## config.mk

```make
export PLATFORM = sky130hd
export DESIGN_NAME = uvlo_startup_ctrl
export DESIGN_NICKNAME = d
export VERILOG_FILES = /design/src/rtl/uvlo_pkg.sv /design/src/rtl/uvlo_filt.sv /design/src/rtl/uvlo_fsm.sv /design/src/rtl/uvlo_startup_ctrl.sv
export SDC_FILE = /design/constraint.sdc
export NUM_CORES = 1
export LEC_CHECK = 0
export ABC_AREA = 1
export BUFFER_PORTS_ARGS = -buffer_cell sky130_fd_sc_hd__buf_2
export CORE_UTILIZATION = 45
export CTS_BUF_LIST = sky130_fd_sc_hd__clkbuf_16
export DETAILED_ROUTE_END_ITERATION = 10
export PLACE_DENSITY = 0.68
export SYNTH_ARGS = -nofsm -noshare
export SYNTH_HDL_FRONTEND = slang
export SYNTH_HIERARCHICAL = 1
export SYNTH_SLANG_ARGS = --single-unit
```

## constraint.sdc

```tcl
create_clock -name clk_i -period 1.4 [get_ports clk_i]
set_clock_uncertainty 0.15 [all_clocks]
set_input_delay 0.14 -clock clk_i [delete_from_list [all_inputs] [get_ports clk_i]]
set_output_delay 0.14 -clock clk_i [all_outputs]
set_load 0.01 [all_outputs]
```

## src/rtl/uvlo_pkg.sv

```systemverilog
package uvlo_pkg;
  typedef enum logic [0:0] {ST_LOCK = 1'b0, ST_RUN = 1'b1} uvlo_state_e;
endpackage

```

## src/rtl/uvlo_filt.sv

```systemverilog
// Passes a condition only once it has held for DEPTH consecutive samples.
module uvlo_filt #(
  parameter int unsigned DEPTH = 2
) (
  input  logic clk_i,
  input  logic rst_ni,
  input  logic cond_i,
  output logic hit_o
);
  localparam int unsigned CW = $clog2(DEPTH + 1);
  localparam logic [CW-1:0] LAST = CW'(DEPTH - 1);

  logic [CW-1:0] cnt_q;

  always_ff @(posedge clk_i or negedge rst_ni) begin
    if (!rst_ni)           cnt_q <= '0;
    else if (!cond_i)      cnt_q <= '0;
    else if (cnt_q < LAST) cnt_q <= cnt_q + 1'b1;
  end

  assign hit_o = cond_i && (cnt_q >= LAST);
endmodule

```

## src/rtl/uvlo_fsm.sv

```systemverilog
module uvlo_fsm
  import uvlo_pkg::*;
(
  input  logic clk_i,
  input  logic rst_ni,
  input  logic variant_i,
  input  logic on_hit_i,
  input  logic off_hit_i,
  input  logic sag_hit_i,
  output logic run_o,
  output logic startup_on_o
);
  uvlo_state_e state_q;
  logic        rearm_q;

  always_ff @(posedge clk_i or negedge rst_ni) begin
    if (!rst_ni) begin
      state_q <= ST_LOCK;
      rearm_q <= 1'b0;
    end else begin
      unique case (state_q)
        ST_LOCK: begin
          rearm_q <= 1'b0;
          if (on_hit_i) state_q <= ST_RUN;
        end
        ST_RUN: begin
          if (off_hit_i) begin
            state_q <= ST_LOCK;
            rearm_q <= 1'b0;
          end else if (sag_hit_i && variant_i) begin
            rearm_q <= 1'b1;
          end else if (on_hit_i) begin
            rearm_q <= 1'b0;
          end
        end
        default: state_q <= ST_LOCK;
      endcase
    end
  end

  assign run_o        = (state_q == ST_RUN);
  assign startup_on_o = variant_i && ((state_q == ST_LOCK) || rearm_q);
endmodule

```

## src/rtl/uvlo_startup_ctrl.sv

```systemverilog
module uvlo_startup_ctrl #(
  parameter int unsigned VW          = 8,
  parameter int unsigned TH_ON_SRC   = 130,
  parameter int unsigned TH_ON_NOSRC = 100,
  parameter int unsigned TH_REARM    = 100,
  parameter int unsigned TH_OFF      = 80,
  parameter int unsigned DEB_DEPTH   = 2
) (
  input  logic          clk_i,
  input  logic          rst_ni,
  input  logic [VW-1:0] supply_i,
  input  logic          switching_i,
  input  logic          variant_i,
  output logic          run_o,
  output logic          startup_on_o,
  output logic          force_low_o
);
  localparam int unsigned NCOND = 3;
  localparam int unsigned C_ON  = 0;
  localparam int unsigned C_OFF = 1;
  localparam int unsigned C_SAG = 2;

  logic [VW-1:0]    on_thr;
  logic [NCOND-1:0] cond;
  logic [NCOND-1:0] hit;

  assign on_thr      = variant_i ? VW'(TH_ON_SRC) : VW'(TH_ON_NOSRC);
  assign cond[C_ON]  = supply_i >= on_thr;
  assign cond[C_OFF] = supply_i < VW'(TH_OFF);
  assign cond[C_SAG] = (supply_i < VW'(TH_REARM)) && !switching_i;

  for (genvar g = 0; g < NCOND; g++) begin : g_filt
    uvlo_filt #(.DEPTH(DEB_DEPTH)) u_filt (
      .clk_i  (clk_i),
      .rst_ni (rst_ni),
      .cond_i (cond[g]),
      .hit_o  (hit[g])
    );
  end

  uvlo_fsm u_fsm (
    .clk_i        (clk_i),
    .rst_ni       (rst_ni),
    .variant_i    (variant_i),
    .on_hit_i     (hit[C_ON]),
    .off_hit_i    (hit[C_OFF]),
    .sag_hit_i    (hit[C_SAG]),
    .run_o        (run_o),
    .startup_on_o (startup_on_o)
  );

  assign force_low_o = !run_o;
endmodule

```

## After elaboration in Yosys (flattened, before gate mapping)

Index checks and enable logic that the tools add are counted.

| word-level totals | value |
|---|---|
| flip-flop bits (word level) | 8 |
| input port bits | 12 |
| output and inout port bits | 3 |
| logic and storage cells | 45 |

| operators by class | value |
|---|---|
| add/sub/neg operators | 3 |
| magnitude comparators | 9 |
| eq/ne operators | 4 |
| muxes and demuxes | 14 |
| bitwise operators | 1 |
| reduce and logical (&&, ||, !) cells | 9 |

Operator list:

| operator | count |
|---|---|
| < comparator 8 x 7 -> 1 bit, second input constant | 2 |
| 2-to-1 mux 2 bit | 6 |
| >= comparator 8 bit | 1 |
| 2-to-1 mux 8 bit | 1 |
| adder 2 x 1 -> 2 bit, second input constant | 3 |
| >= comparator 2 x 1 -> 1 bit, second input constant | 3 |
| logical AND 1 bit | 6 |
| < comparator 2 x 1 -> 1 bit, second input constant | 3 |
| != test 2 bit, second input constant | 3 |
| 2-to-1 mux 1 bit | 5 |
| != test 4 bit, second input constant | 1 |
| one-hot mux 1 bit (2 select lines) | 2 |
| zero test 1 bit | 2 |
| logical OR 1 bit | 1 |
| NOT 1 bit | 1 |

## Depth between registers and ports, before layout

Gate-level depths: netlist of run 1.

| depth | value |
|---|---|
| word-level depth | 7 |
| gate-level depth with buffers | 12 |
| gate-level depth less buffers | 12 |

## Hierarchy

The synthesis of run 1 kept the hierarchy.

By module, submodules not included:

| module | times used | cells an instance | area each (µm²) | sequential area each (µm²) |
|---|---|---|---|---|
| uvlo_filt | 3 | 16 | 125.1 | 50.0 |
| uvlo_startup_ctrl | 1 | 38 | 209.0 | 0.0 |
| uvlo_fsm | 1 | 11 | 93.8 | 50.0 |

## Worst setup path before layout of run 1

Ideal clock, no wire load.

| timing | value |
|---|---|
| path kind | in2reg |
| start point | input port variant_i |
| end point | register u_fsm.rearm_q |
| setup time | 0.073 ns |
| arrival time | 1.087 ns |
| setup slack | 0.090 ns |
| stages | 11 |
| cells stage by stage | inv_1 > ha_1 > nand2_2 > inv_1 > a21oi_1 > nand3_2 > inv_1 > nor2_1 > inv_1 > nand2_1 > a21oi_2 |

| on the way | value |
|---|---|
| word-level cells in the longest chain between the ends | 4 |
| elaborated cells between the ends (all ways) | 8 |

Ends and longest elaborated chain:

| what | RTL line | source |
|---|---|---|
| start, declared | uvlo_startup_ctrl.sv:13 | `input logic variant_i,` |
| 2-to-1 mux 8 bit | uvlo_startup_ctrl.sv:27 | `assign on_thr = variant_i ? VW'(TH_ON_SRC) : VW'(TH_ON_NOSRC);` |
| >= comparator 8 bit | uvlo_startup_ctrl.sv:28 | `assign cond[C_ON] = supply_i >= on_thr;` |
| via cond[0] | uvlo_startup_ctrl.sv:24 | `logic [NCOND-1:0] cond;` |
| logical AND 1 bit | uvlo_filt.sv:21 | `assign hit_o = cond_i && (cnt_q >= LAST);` |
| via hit[0] | uvlo_startup_ctrl.sv:25 | `logic [NCOND-1:0] hit;` |
| != test 4 bit (no line) | n/a |  |
| end signal, assigned | uvlo_fsm.sv:19 | `rearm_q <= 1'b0;` |
| end signal, assigned | uvlo_fsm.sv:23 | `rearm_q <= 1'b0;` |
| end signal, assigned | uvlo_fsm.sv:29 | `rearm_q <= 1'b0;` |
| end, declared | uvlo_fsm.sv:14 | `logic rearm_q;` |

The timed path passes the listed nets, and every way through them passes these cells.
A chain may end at the register's enable or synchronous reset.

## Worst setup path in the final report of run 1

Same ends and word-level chain as after synthesis.

==> results of run 1 <==
==> layout make-up <==
| type | instances | area share (%) |
|---|---|---|
| Multi-Input combinational cell | 64 | 44.14 |
| Tap cell | 15 | 2.044 |
| Timing Repair Buffer | 21 | 13.62 |
| Inverter | 25 | 10.22 |
| Sequential cell | 8 | 21.80 |
| Clock buffer | 3 | 8.174 |
==> registers in the layout, indices dropped and copies added (netlist names) <==
register / flops
g_filt.u_filt/cnt_q: 6
u_fsm/rearm_q: 1
u_fsm/run_o: 1
==> layer usage <==
metal  wire (um)  up-vias  track usage (%)
met4           0        0            5.000
met3          31        0            4.891
met2         709        7            34.77
met5           0        -                0
li1            -      341                -
met1         646      270            21.00
==> power groups by stage <==
stage / Combinational (mW) / Sequential, mW / Clock (mW)
3_5_place_dp: 0.386 / 0.327 / 0
5_1_grt: 0.475 / 0.332 / 0.501
6_report: 0.407 / 0.325 / 0.477
3_3_place_gp: 0.372 / 0.325 / 0
2_1_floorplan: 0.255 / 0.326 / 0
4_1_cts: 0.391 / 0.324 / 0.488
==> kinds of logic (layout without fill, tap and decap cells) <==
family / after synthesis / in the layout / synth area share [%]
and+or+nand+nor: 47 / 47 / 30.26
adders and majority gates: 11 / 11 / 20.29
AOI/OAI and AO/OA: 6 / 6 / 6.087
DFF: 8 / 8 / 29.52
buffers and inverters: 25 / 49 / 13.84
==> worst max-delay path: stages <==
cell     delay, ps
buf_2          140
ha_1           290
nand2_2        100
inv_1           60
a21oi_2        150
nand3_2        120
inv_1           70
nor2_1          30
inv_1           60
nand2_1         60
a21oi_2        110
==> Yosys cell counts, drive strengths merged <==
cell type  number  area, um2
inv            25      93.84
nand2          24      92.59
nor2           14      62.56
ha             11      137.6
dfrtp           8      200.2
nand3           8      45.04
a21oi           2      13.76
o21a            2      15.01
a21boi          1      7.510
nor3            1      5.000
o21ai           1      5.000
==> timing repair <==
| action | 4_1_cts | 5_1_grt |
|---|---|---|
| setup endpoints to repair | 0 | 2 |
| resized for setup | 0 | 4 |
| buffers inserted | 0 | 1 |
| hold buffers | 1 | 0 |
| endpoints found under the hold margin | 8 | 0 |
==> how the worst min path moves through the flow <==
stage	start	endpoint	cells after the start
after CTS	rst_ni	g_filt[1].u_filt/cnt_q[0]$_DFFE_PN0P_	2
final	rst_ni	g_filt[1].u_filt/cnt_q[0]$_DFFE_PN0P_	2
after detailed placement	rst_ni	g_filt[2].u_filt/cnt_q[1]$_DFFE_PN0P_	1
after global placement	rst_ni	g_filt[2].u_filt/cnt_q[1]$_DFFE_PN0P_	1
after floorplan	rst_ni	g_filt[0].u_filt/cnt_q[0]$_DFFE_PN0P_	0
after global routing	rst_ni	g_filt[1].u_filt/cnt_q[0]$_DFFE_PN0P_	2
==> through the flow <==
stage          power, mW  TNS, ps
2_1_floorplan     0.5806        0
3_3_place_gp      0.6969   -207.4
3_5_place_dp      0.7136   -394.4
4_1_cts            1.202        0
5_1_grt            1.308   -14.01
6_report           1.209        0
==> flow_summary.toml, run 1 <==
[finish]
fin_util_pct = 68.03
syn2layout_area_growth_pct = 35.42
mostFrequentLayoutCells = "inv_1, nand2_1, buf_2, nor2_1, ha_1"
layout_commonest_cell = "inv_1"
fin_cells = 136
drive_above_1_share_pct = 26.45
regArea_um2 = 200.2
fillers = 121
insertedDiodeCount = 0
final_nets = 146
multiInputGateArea_um2 = 405.4
stdcell_area_um2 = 918.4

[timing]
final-max-slew-violation-count = 0
finalSetupViolations = 0
worst_pin_slew_ps = 189.9
hold_viol_final = 0
fin_crit_sh_pct = 95.05
setup_ws_ps = 69.31
min_period_ps = 1331
max_slew_margin_pct = 87.34
max_freq_mhz = 751.5
holdWs_ps = 135.9

[global_route]
grt_pass1_vias = 531
grt_pass1_wl_mm = 2.007
track_usage_pct = 18.89
antenna_found_initial = 0
grt-ovfl-total = 0
grt_start_max_net_pins = 9

[synth]
post_synth_num_cell_types = 15
synth_area_um2 = 678.2
synthCells = 97
yosys_warnings = 6
synth_seq_area_share_pct = 29.52
syn_nets = 120
synth_seq_cells = 8
avgSynthCellArea_um2 = 6.991

[routing]
ant_nets = 0
first_pass_iters = 4
wl_mm = 1.387
drc = 0
drt_iter0_drc = 13
wl_per_cell_um = 10.20
via_count = 618
vias_per_cell = 4.544

[clock_tree]
cts_tree = "done"
clock-root-buffer = "clkbuf_16"
cts_made_buffers = 3
h-tree-depth = 1
max-clock-path-buffers = 2
path_clk_slew_ps = 40
clock_latency_ps = 230
cts.sinks = 8

[placement]
dp_slack_ps = -180.4
post-dp-hpwl_mm = 1.099
placed_cell_area_um2 = 804.5
place.gp.congestion = 0.8235
place_inst = 131
port-buffer-count = 14

[pwr]
p_per_area_mw_per_mm2 = 1317
pwr-share-seq_pct = 26.9
p_leak_nw = 0.5248
p_comb_share_pct = 33.6
power_switching_mw = 0.3853
p_sw_share_pct = 31.86
power.internal_mw = 0.8241
clkPwrFrac_pct = 39.5
vdd_drop_max_mv = 0.9007

[floorplan]
chipWidth_um = 40.82
rows = 13
initial_core_util_pct = 50.23
die_area_mm2 = 0.001666
core_mm2 = 0.001350
die_y_um = 40.82
ios = 15

[setup_path]
reg2reg_depth = 6
arrival_ps = 1340
cp.required_ps = 1410
rr_startpoint = "g_filt[1].u_filt/cnt_q[0]$_DFFE_PN0P_"
crit_start = "variant_i"
regToRegSetupSlack_ps = 210
crit_fanout = 6
end_kind = "flop"
r2r_end = "u_fsm/run_o$_DFF_PN0_"
path_class = "input port to flop"
setup.worst_path.start_class = "input port"
cp-endpoint = "u_fsm/rearm_q$_DFFE_PN0P_"

[outcome]
status = "complete, no violations"

[run]
cap_violations = 0

[hold_path]
min_path_type = "input port to async pin"
No activity file was read; power rests on OpenSTA's default activity.
==> inputs of run 2 (changes only) <==
--- a/config.mk
+++ b/config.mk
@@ -10,8 +10,7 @@
 export CORE_UTILIZATION = 45
 export CTS_BUF_LIST = sky130_fd_sc_hd__clkbuf_16
 export DETAILED_ROUTE_END_ITERATION = 10
-export PLACE_DENSITY = 0.68
+export PLACE_DENSITY = 0.69
 export SYNTH_ARGS = -nofsm -noshare
 export SYNTH_HDL_FRONTEND = slang
-export SYNTH_HIERARCHICAL = 1
 export SYNTH_SLANG_ARGS = --single-unit
==> run 2 against run 1 <==
Sequential power decreased by 2%; flip-flop and latch count stayed put; non-clock buffer count is 3 lower; largest power group unchanged; global-route usage increased by 1.9 points.
==> flow_summary.toml, run 2 <==
[finish]
fin_cells = 121
syn2layout_area_growth_pct = 31.09
stdcell_area_um2 = 828.3
layout_commonest_cell = "inv_1"
insertedDiodeCount = 0
drive_above_1_share_pct = 30.19
mostFrequentLayoutCells = "inv_1, nor2_1, buf_2, nand2_1, ha_1"
final_nets = 129
largest-register = "g_filt.u_filt.cnt_q"
largest_register_ffs = 6

[pwr]
vdd_drop_max_mv = 0.6789
p_per_area_mw_per_mm2 = 1446
p_leak_nw = 0.4600

[routing]
first_pass_iters = 3
drc = 0
wl_per_cell_um = 9.678
drt_iter0_drc = 3
vias_per_cell = 4.579
via_count = 554
ant_nets = 0
wl_mm = 1.171

[global_route]
grt_pass1_wl_mm = 2.063
track_usage_pct = 20.78
grt-ovfl-total = 0
gr-usage-met3_pct = 10.23
gr-usage-met2_pct = 34.02
antenna_found_initial = 0
gr-usage-met1_pct = 23.78
grt_start_max_net_pins = 9
busiest_layer = "met2"
grt_pass1_vias = 540

[synth]
yosys_warnings = 0
synth_ff_type = "dfrtp_1"
synth_edf_count = 0
synth_top_cell_by_area = "dfrtp_1"
synthArstFlopShare_pct = 100.0
syn_nets = 106
synth_seq_area_share_pct = 31.68
avgSynthCellArea_um2 = 7.434
synthTopCellsByCount = "inv_1, nor2_1, nand2_1, ha_1, dfrtp_1"
synth_top_area_share_pct = 31.68
synth_seq_cells = 8
synthCells = 85
synthTopCellsByArea = "dfrtp_1, ha_1, inv_1, nor2_1, nand2_1"
post_synth_num_cell_types = 17
yosysMostFrequentCell = "inv_1"
synth_area_um2 = 631.9

[floorplan]
die_area_mm2 = 0.001558
initial_core_util_pct = 48.56
ios = 15
rows = 13
core_mm2 = 0.001301
die_y_um = 39.47
chipWidth_um = 39.47

[setup_path]
crit_chain = "inv_1 -> nor2_1 -> nor2_1 -> buf_2"
reg2reg_depth = 4
crit_top_cell = "nor2_1"
crit_fanout = 4
end_kind = "primary output"
path_class = "flop to primary output"
cpPeakStageDelay_ps = 410
cp.required_ps = 1110
setup.worst_path.start_class = "flop"
slowest_stage = "dfrtp_1"
arrival_ps = 990

[clock_tree]
clock-root-buffer = "clkbuf_16"
cts_resized = 0
cts_made_buffers = 3
path_clk_slew_ps = 40
cts.sinks = 8
max-clock-path-buffers = 2
post_cts_buffers = 0
cts_tree = "done"
clock_latency_ps = 230
h-tree-depth = 1

[placement]
post-dp-hpwl_um = 940.8
port-buffer-count = 14
place_inst = 117
place.gp.congestion = 0.7277
placed_cell_area_um2 = 743.2

[timing]
grt_setup_unrepaired = "false"
max_freq_mhz = 783.5
worst_pin_slew_ps = 190.4
min_period_ps = 1276
finalSetupViolations = 0
hold_viol_final = 0
fin_crit_sh_pct = 91.16
max_slew_margin_pct = 87.30
final-max-slew-violation-count = 0

[hold_path]
min_path_type = "input port to flop"
min_path_cells = 4

[run]
cap_violations = 0

[outcome]
status = "complete, no violations"
-- run 2: cell types whose count changed after synthesis, moves of 3 or more --
| cell | previous run | this run |
|---|---|---|
| nand3_1 | 7 | 1 |
| nor2_1 | 10 | 14 |
| a21oi_1 | 1 | 5 |
| nand2_2 | 1 | 4 |
| nor2_2 | 4 | 1 |
| inv_1 | 25 | 19 |
| nand2_1 | 23 | 13 |
-- run 2: timing repair --
| action | in CTS | in global routing |
|---|---|---|
| hold buffers | 1 | 0 |
| hold endpoints to repair | 8 | 0 |
| setup endpoints to repair | 0 | 0 |
-- run 2: area by class of cell --
cell class | instances | area (um2)
fill | 128 | 473.0
multi-input combinational | 56 | 352.8
sequential | 8 | 200.2
timing repair buffer | 18 | 102.6
inverter | 21 | 78.83
clock buffer | 3 | 75.07
tap | 15 | 18.77
-- run 2: logic make-up (layout without fill, tap and decap cells) --
logic type,count (synthesis),count (layout),synth area share (%)
and+or+nand+nor,35,35,24.36
buffers and inverters,21,42,12.48
AOI/OAI and AO/OA,10,10,10.89
adders and majority gates,9,9,17.82
DFF,8,8,31.68
xor gates and xnor gates,2,2,2.773
-- run 2: report_power, final --
part	internal, mW	switching (mW)
Clock	0.367	0.101
Combinational	0.180	0.232
Sequential	0.283	0.0352
-- run 2: path summary, 6_finish.rpt --
kind	from	endpoint	slack [ps]
worst max-delay path	u_fsm.run_o$_DFF_PN0_	startup_on_o	120
worst min-delay path	switching_i	g_filt[2].u_filt.cnt_q[1]$_DFFE_PN0P_	40
worst max register to register	g_filt[1].u_filt.cnt_q[0]$_DFFE_PN0P_	u_fsm.run_o$_DFF_PN0_	190
worst min register to register	u_fsm.run_o$_DFF_PN0_	u_fsm.run_o$_DFF_PN0_	370
max in group asynchronous	rst_ni	g_filt[0].u_filt.cnt_q[0]$_DFFE_PN0P_	800
min in group asynchronous	rst_ni	u_fsm.run_o$_DFF_PN0_	130
-- run 2: per-stage QoR --
stage / power (mW) / setup TNS, ps / util, % / hold WS (ps) / worst slack, ps
after detailed placement: 0.7280 / -91.75 / 57.12 / -159.9 / -57.57
after CTS: 1.213 / 0 / 63.65 / 39.78 / 115.3
final: 1.198 / 0 / 63.65 / 41.70 / 123.7
after global routing: 1.298 / 0 / 63.65 / 69.07 / 35.97
after floorplan: 0.6074 / 0 / - / -305.6 / 181.1
after global placement: 0.7160 / -11.97 / 57.12 / -157.4 / -11.97
-- run 2: per-layer routing --
metal | share of wire [%] | routed length (um) | up-vias
met5 | 0 | 0 | -
met4 | 0 | 0 | 0
met3 | 5.0 | 58 | 0
met2 | 47 | 556 | 9
met1 | 47 | 555 | 242
li1 | - | - | 303
-- run 2: critical path: cells and delay by family, from the launching register on --
family / cells / cell delay [ps]
AND/OR/NAND/NOR: 2 / 120
flip-flops: 1 / 410
buffers and inverters: 2 / 220
==> inputs of run 3 (changes only) <==
--- a/config.mk
+++ b/config.mk
@@ -7,10 +7,9 @@
 export LEC_CHECK = 0
 export ABC_AREA = 1
 export BUFFER_PORTS_ARGS = -buffer_cell sky130_fd_sc_hd__buf_2
-export CORE_UTILIZATION = 45
+export CORE_UTILIZATION = 40
 export CTS_BUF_LIST = sky130_fd_sc_hd__clkbuf_16
 export DETAILED_ROUTE_END_ITERATION = 10
-export PLACE_DENSITY = 0.69
 export SYNTH_ARGS = -nofsm -noshare
 export SYNTH_HDL_FRONTEND = slang
 export SYNTH_SLANG_ARGS = --single-unit
==> run 3 against run 2 <==
Combinational power is essentially flat; critical path depth is the same; register-to-register slack is essentially flat; sequential power is essentially flat.
==> flow_summary.toml, run 3 (same netlist as run 2, synthesis figures left out) <==
[setup_path]
path_class = "flop to primary output"
crit_start = "u_fsm.run_o$_DFF_PN0_"
crit_fanout = 4
arrival_ps = 970
end_kind = "primary output"
setup.worst_path.start_class = "flop"
rr_startpoint = "g_filt[0].u_filt.cnt_q[0]$_DFFE_PN0P_"
cp.required_ps = 1110

[timing]
worst_pin_slew_ps = 180.3
hold_viol_final = 0
finalSetupViolations = 0
fin_tns_setup_ps = 0
max_freq_mhz = 795.2
max_slew_margin_pct = 87.98
min_period_ps = 1257
final-max-slew-violation-count = 0
setup_ws_ps = 142.5
grt_setup_unrepaired = "false"
fin_crit_sh_pct = 89.82
holdWs_ps = 24.78

[floorplan]
core_mm2 = 0.001383
rows = 13
initial_core_util_pct = 45.70
die_y_um = 41.75
chipWidth_um = 41.75
die_area_mm2 = 0.001743
ios = 15

[clock_tree]
cts.sinks = 8
cts_made_buffers = 3
path_clk_slew_ps = 40
h-tree-depth = 1
clock-root-buffer = "clkbuf_16"
max-clock-path-buffers = 2
clock_latency_ps = 230
cts_tree = "done"
cts_resized = 0

[finish]
layout_commonest_cell = "inv_1"
multiInputGateArea_um2 = 352.8
insertedDiodeCount = 0
regArea_um2 = 200.2
final_nets = 128
fillers = 128
largest-register = "g_filt.u_filt.cnt_q"
fin_cells = 120
largest_register_ffs = 6
syn2layout_area_growth_pct = 29.90
drive_above_1_share_pct = 29.52
mostFrequentLayoutCells = "inv_1, nor2_1, buf_2, nand2_1, ha_1"
stdcell_area_um2 = 820.8
fin_util_pct = 59.37

[global_route]
gr-usage-met3_pct = 3.913
antenna_found_initial = 0
grt-ovfl-total = 0
gr-usage-met2_pct = 25.31
busiest_layer = "met2"
grt_pass1_vias = 525
track_usage_pct = 15.19
grt_start_max_net_pins = 9
gr-usage-met1_pct = 18.60
grt_pass1_wl_mm = 2.049

[placement]
dp_slack_ps = -72.83
place_inst = 116
placed_cell_area_um2 = 735.7
place.gp.congestion = 0.7598
post-dp-hpwl_um = 938.8
port-buffer-count = 14

[outcome]
status = "complete, no violations"

[pwr]
vdd_drop_max_mv = 0.9889
p_leak_nw = 0.4552
power.total_mw = 1.219
p_per_area_mw_per_mm2 = 1485

[routing]
via_count = 556
wl_mm = 1.173
ant_nets = 0
drt_iter0_drc = 6
first_pass_iters = 4
wl_per_cell_um = 9.775
drc = 0
vias_per_cell = 4.633

[hold_path]
min_path_type = "input port to flop"
min_from = "switching_i"

[run]
cap_violations = 0
## run 3: cell count changes in the layout (fill, tap and decap cells not counted)
cell / previous run / this run
buf_4: 3 / 2
## run 3: where the power goes
| part | switching, mW | total [mW] | internal (mW) | leakage, nW |
|---|---|---|---|---|
| clock | 0.118 | 0.487 | 0.369 | 0.0370 |
| sequential | 0.0347 | 0.318 | 0.283 | 0.106 |
| combinational | 0.235 | 0.414 | 0.180 | 0.312 |
| total | 0.388 | 1.22 | 0.832 | 0.455 |
## run 3: layout make-up
class                           instances  area share, %
Timing Repair Buffer                   17          11.59
Inverter                               21          9.604
Multi-Input combinational cell         56          42.99
Tap cell                               15          2.287
Sequential cell                         8          24.39
Clock buffer                            3          9.146
## run 3: worst paths after layout
check	end	slack, ps	depth (start not counted)
max in group asynchronous	g_filt[0].u_filt.cnt_q[0]$_DFFE_PN0P_	810	2
worst max register to register	g_filt[0].u_filt.cnt_q[1]$_DFFE_PN0P_	200	5
worst max-delay path	startup_on_o	140	4
min in group asynchronous	u_fsm.run_o$_DFF_PN0_	120	2
worst min-delay path	g_filt[2].u_filt.cnt_q[1]$_DFFE_PN0P_	20	4
worst min register to register	u_fsm.run_o$_DFF_PN0_	370	1
## run 3: timing repair
item,4_1_cts,5_1_grt
hold endpoints to repair,8,0
buffers inserted,0,0
hold buffers,1,0
## run 3: worst max-delay path: stages, from the launching register on
cell and delay [ps]:
dfrtp_1 410, inv_1 80, nor2_1 40, nor2_1 70, buf_2 130
## run 3: routing by layer
layer / wire length [um] / share of wire, %
met5: 0 / 0
met4: 21 / 1.8
met1: 548 / 47
met3: 48 / 4.1
met2: 555 / 47
